**src/rtl/ur_wake_pkg.sv**
```systemverilog
package ur_wake_pkg;

    typedef enum logic {
        WAKE_IDLE = 1'b0,
        WAKE_ADDR = 1'b1
    } wake_mode_e;

    typedef struct packed {
        logic done;
        logic msb;
    } char_evt_t;

    // bit times in one character, start and stop included
    function automatic int unsigned frame_bits(input logic nine_bit);
        return nine_bit ? 11 : 10;
    endfunction

    function automatic int unsigned cnt_width(input int unsigned osr);
        return $clog2(11 * osr + 1);
    endfunction

endpackage

```
**src/rtl/ur_idle_timer.sv**
```systemverilog
module ur_idle_timer
    import ur_wake_pkg::*;
#(
    parameter int unsigned OSR   = 16,
    parameter int unsigned CNT_W = cnt_width(OSR)
) (
    input  logic clk,
    input  logic rst,
    input  logic tick,
    input  logic rx_line,
    input  logic len9,
    input  logic restart,
    output logic idle_hit
);
    logic [CNT_W-1:0] cnt_q;
    logic [CNT_W-1:0] limit;
    logic             clear;

    assign limit    = CNT_W'(frame_bits(len9) * OSR);
    assign clear    = restart | ~rx_line;
    assign idle_hit = tick & ~clear & (cnt_q == limit - CNT_W'(1));

    always_ff @(posedge clk) begin
        if (rst || clear) begin
            cnt_q <= '0;
        end else if (tick && (cnt_q < limit)) begin
            cnt_q <= cnt_q + CNT_W'(1);
        end
    end
endmodule

```
**src/rtl/ur_sleep_ctl.sv**
```systemverilog
module ur_sleep_ctl
    import ur_wake_pkg::*;
(
    input  logic       clk,
    input  logic       rst,
    input  logic       sleep_req,
    input  wake_mode_e mode,
    input  logic       idle_hit,
    input  char_evt_t  evt,
    output logic       asleep,
    output logic       inhibit
);
    logic addr_mark;
    logic wake;

    assign addr_mark = (mode == WAKE_ADDR) & evt.done & evt.msb;
    assign wake      = ((mode == WAKE_IDLE) & idle_hit) | addr_mark;
    assign inhibit   = asleep & ~addr_mark;

    always_ff @(posedge clk) begin
        if (rst) begin
            asleep <= 1'b0;
        end else if (sleep_req) begin
            asleep <= 1'b1;
        end else if (wake) begin
            asleep <= 1'b0;
        end
    end
endmodule

```
**src/rtl/ur_idle_flag.sv**
```systemverilog
module ur_idle_flag (
    input  logic clk,
    input  logic rst,
    input  logic idle_hit,
    input  logic asleep,
    input  logic inhibit,
    input  logic char_done,
    input  logic idle_clr,
    output logic idle_flag
);
    logic armed_q;
    logic set;

    assign set = idle_hit & armed_q & ~asleep;

    always_ff @(posedge clk) begin
        if (rst) begin
            armed_q   <= 1'b0;
            idle_flag <= 1'b0;
        end else begin
            if (char_done && !inhibit) begin
                armed_q <= 1'b1;
            end else if (set) begin
                armed_q <= 1'b0;
            end
            if (set) begin
                idle_flag <= 1'b1;
            end else if (idle_clr) begin
                idle_flag <= 1'b0;
            end
        end
    end
endmodule

```
**src/rtl/uart_rx_wake.sv**
```systemverilog
module uart_rx_wake
    import ur_wake_pkg::*;
#(
    parameter int unsigned OSR = 16
) (
    input  logic clk,
    input  logic rst,
    input  logic tick,
    input  logic rx_line,
    input  logic len9,
    input  logic wake_method,
    input  logic sleep_req,
    input  logic char_done,
    input  logic char_msb,
    input  logic idle_clr,
    output logic asleep,
    output logic flag_inhibit,
    output logic idle_flag
);
    localparam int unsigned CNT_W = cnt_width(OSR);

    wake_mode_e mode;
    char_evt_t  evt;
    logic       idle_hit;

    assign mode     = wake_mode_e'(wake_method);
    assign evt.done = char_done;
    assign evt.msb  = char_msb;

    ur_idle_timer #(.OSR(OSR), .CNT_W(CNT_W)) u_timer (
        .clk      (clk),
        .rst      (rst),
        .tick     (tick),
        .rx_line  (rx_line),
        .len9     (len9),
        .restart  (sleep_req | char_done),
        .idle_hit (idle_hit)
    );

    ur_sleep_ctl u_sleep (
        .clk       (clk),
        .rst       (rst),
        .sleep_req (sleep_req),
        .mode      (mode),
        .idle_hit  (idle_hit),
        .evt       (evt),
        .asleep    (asleep),
        .inhibit   (flag_inhibit)
    );

    ur_idle_flag u_flag (
        .clk       (clk),
        .rst       (rst),
        .idle_hit  (idle_hit),
        .asleep    (asleep),
        .inhibit   (flag_inhibit),
        .char_done (char_done),
        .idle_clr  (idle_clr),
        .idle_flag (idle_flag)
    );
endmodule

```
**config.mk**
```make
export PLATFORM = sky130hd
export DESIGN_NAME = uart_rx_wake
export DESIGN_NICKNAME = d
export VERILOG_FILES = /design/src/rtl/ur_wake_pkg.sv /design/src/rtl/ur_idle_timer.sv /design/src/rtl/ur_sleep_ctl.sv /design/src/rtl/ur_idle_flag.sv /design/src/rtl/uart_rx_wake.sv
export SDC_FILE = /design/constraint.sdc
export NUM_CORES = 1
export LEC_CHECK = 0
export BUFFER_PORTS_ARGS = -buffer_cell sky130_fd_sc_hd__buf_2
export CAP_MARGIN = 15
export CORE_AREA = 2 2 39 41
export DETAILED_ROUTE_END_ITERATION = 16
export DIE_AREA = 0 0 41 43
export HOLD_SLACK_MARGIN = 0.05
export PLACE_DENSITY = 0.76
export SYNTH_ARGS = -nofsm -noshare
export SYNTH_HDL_FRONTEND = slang
export SYNTH_SLANG_ARGS = --single-unit
```
**constraint.sdc**
```tcl
create_clock -name clk -period 2.3 [get_ports clk]
set_clock_uncertainty 0.15 [all_clocks]
set_input_delay 0.46 -clock clk [delete_from_list [all_inputs] [get_ports clk]]
set_output_delay 0.46 -clock clk [all_outputs]
set_load 0.01 [all_outputs]
```
==> out/results.ini <==
[synth]
yosys.area_share.xor_xnor=0.0628
synth_fa_ha_area_frac=0.0448
syn_nets=79
synthMuxAreaShare=0
synth_simple_gate_area_frac=0.303
synth_top_area_cell=dfxtp_1
ys_types=26
netlist_top_cells_area=dfxtp_1 39%, nor2_1 6.1%, a21oi_1 5.4%
ys.warnings.count=0
synth.yosys.seq_area_share=0.395
synth_top_family_by_area=simple AND/OR/NAND/NOR gates
syn-mean-instance-area_sq_um=8.33
synth_area_sq_um=558
ys_seq_elements=11
synth_top_area_share=0.395
synth_compound_area_frac=0.175
syn_inst=67

[global_route]
track_usage=0.156
grt_start_max_net_pins=9
grt_pass1_wl_mm=1.84
grt_pass1_vias=466
grt-ovfl-total=0
antenna_found_initial=0

[clock_network]
cts_tree=built
cts-resized-gates=0
htree_levels=1
cts.clk_slew.worst_paths_ns=0.06
cts_sinks=11
cts_hold_buf=0
clock_path_buffers=2
clk_latency_ns=0.28
post_cts_buffers=0
cts_made_buffers=3
clockRootBuffer=clkbuf_4

[sta]
hold_viol_final=0
whs_ns=0.266
rsz0062_at_grt=no
setup_tns_ns=0
fin_crit_ns=1.71
relSlewSlack=0.734
fin_crit_sh=0.745
max_freq_mhz=583
slew_violations=0
worst_slew_pin_slew_ns=0.395
setup_viol=0

[pwr]
p_leak_nw=0.255
p_per_area_nw_per_um2=553
total_power_mw=0.365
vdd_drop_max_uv=185

[routing]
drt-initial-drc-count=5
drt-total-wl_mm=1.16
wire_per_inst_um=11.9
vias_per_cell=5.53
dr.pass1.iters=4
route.detailed.drc=0
vias=542
drtAntennaViolNets=0

[setup_path]
path_max_fanout=4
reg2reg_setup_slack_ns=0.59
cp-start-kind=flop
reg2reg_from=u_timer.cnt_q[4]
critPathKind=reg2reg
critPathArrivalTime_ns=1.77
r2r_end=u_flag.idle_flag
cp-end-kind=flop
critPathRequiredTime_ns=2.36
r2r_cells=6

[worst_hold_path]
hold_class=in2reg
holdPathStages=2
hold_path.startpoint=rst
hold-path-endpoint=u_flag.armed_q

[floorplanning]
die_x_um=41
dieArea_sq_um=1760
rows=14
ios=13
die_h_um=43
start_util=0.403
core_area_sq_um=1380

[cells_and_area]
diodes=0
utilization=0.477
final_layout_size_suffix_gt1_frac=0.220
final_cell_mix=12 x buf_2, 11 x dfxtp_1, 9 x nor2_1
layout.nets=95
layout_commonest_cell=buf_2
area_growth_pct=18.4

[placement]
port_buffers=12
place_congestion=0.803
hpwl_um=890

[outcome]
status=finished clean

[flow_run]
maxCapViolations=0

[metrics by stage]
step                worst slack, ns  std cells  cell area (sq um)
floorplan                     0.726         67                558
global placement              0.508         94                634
detailed placement            0.457         94                634
CTS                           0.611         98                661
global route                  0.405         98                661
finish                        0.586         98                661
[area by class of cell]
cell class / count / area [sq um]
Clock buffer: 4 / 26.3
Fill cell: 145 / 723
Inverter: 2 / 7.51
Multi-Input combinational cell: 53 / 327
Sequential cell: 11 / 220
Tap cell: 16 / 20.0
Timing Repair Buffer: 12 / 60.1
[registers in the layout, summed over array words and instances, names as in the netlist]
name              count
u_flag.armed_q        1
u_sleep.asleep        1
u_flag.idle_flag      1
u_timer.cnt_q         8
[cells in the mapped netlist]
library cell / count
o31ai_1: 1
nand2_1: 5
and3_1: 2
inv_1: 2
clkbuf_1: 1
xor2_1: 3
ha_1: 2
nor2b_1: 1
nand3_1: 6
nor2_1: 9
xnor2_1: 1
nand2_4: 1
o21bai_1: 1
a31oi_1: 1
o21ai_0: 2
or2_2: 1
nor4_1: 1
or3_1: 1
nor3_1: 2
nand3b_1: 2
dfxtp_1: 11
a21boi_4: 1
a41oi_1: 1
nand4_1: 2
a21oi_1: 6
a22o_1: 1
[worst max-delay path, cell delays in order (launching register included)]
cell and delay (ns):
dfxtp_1 0.37, inv_1 0.08, ha_1 0.28, nor2_1 0.09, nand4_1 0.12, nor4_1 0.38
a22o_1 0.19
[per-layer routing]
layer,up-vias,GRT usage,wire length (um)
met5,-,0,0
met4,0,0.100,26
met3,4,0.0314,70
met2,18,0.244,542
met1,249,0.182,524
li1,271,-,-
[kinds of logic after synthesis]
logic type,count (synthesis)
XOR/XNOR,4
AND/OR/NAND/NOR,33
AO/OA/AOI/OAI,14
buffers and inverters,3
flip-flops,11
adder cells (fa/ha/maj),2
[worst max-delay path by stage]
| stage | from | endpoint | slack, ns | cells past startpoint |
|---|---|---|---|---|
| 2_1_floorplan | len9 | u_flag.idle_flag | 0.73 | 5 |
| 3_3_place_gp | len9 | u_flag.idle_flag | 0.51 | 6 |
| 3_5_place_dp | len9 | u_flag.idle_flag | 0.46 | 6 |
| 4_1_cts | u_timer.cnt_q[4] | u_flag.idle_flag | 0.61 | 6 |
| 5_1_grt | u_timer.cnt_q[4] | u_flag.idle_flag | 0.40 | 6 |
| 6_report | u_timer.cnt_q[4] | u_flag.idle_flag | 0.59 | 6 |
[report_power, final]
part           internal (mW)  switching (mW)
Combinational         0.0160          0.0178
Clock                 0.0672          0.0687
Sequential             0.193         0.00203
Power figures use the tool's default switching activity.
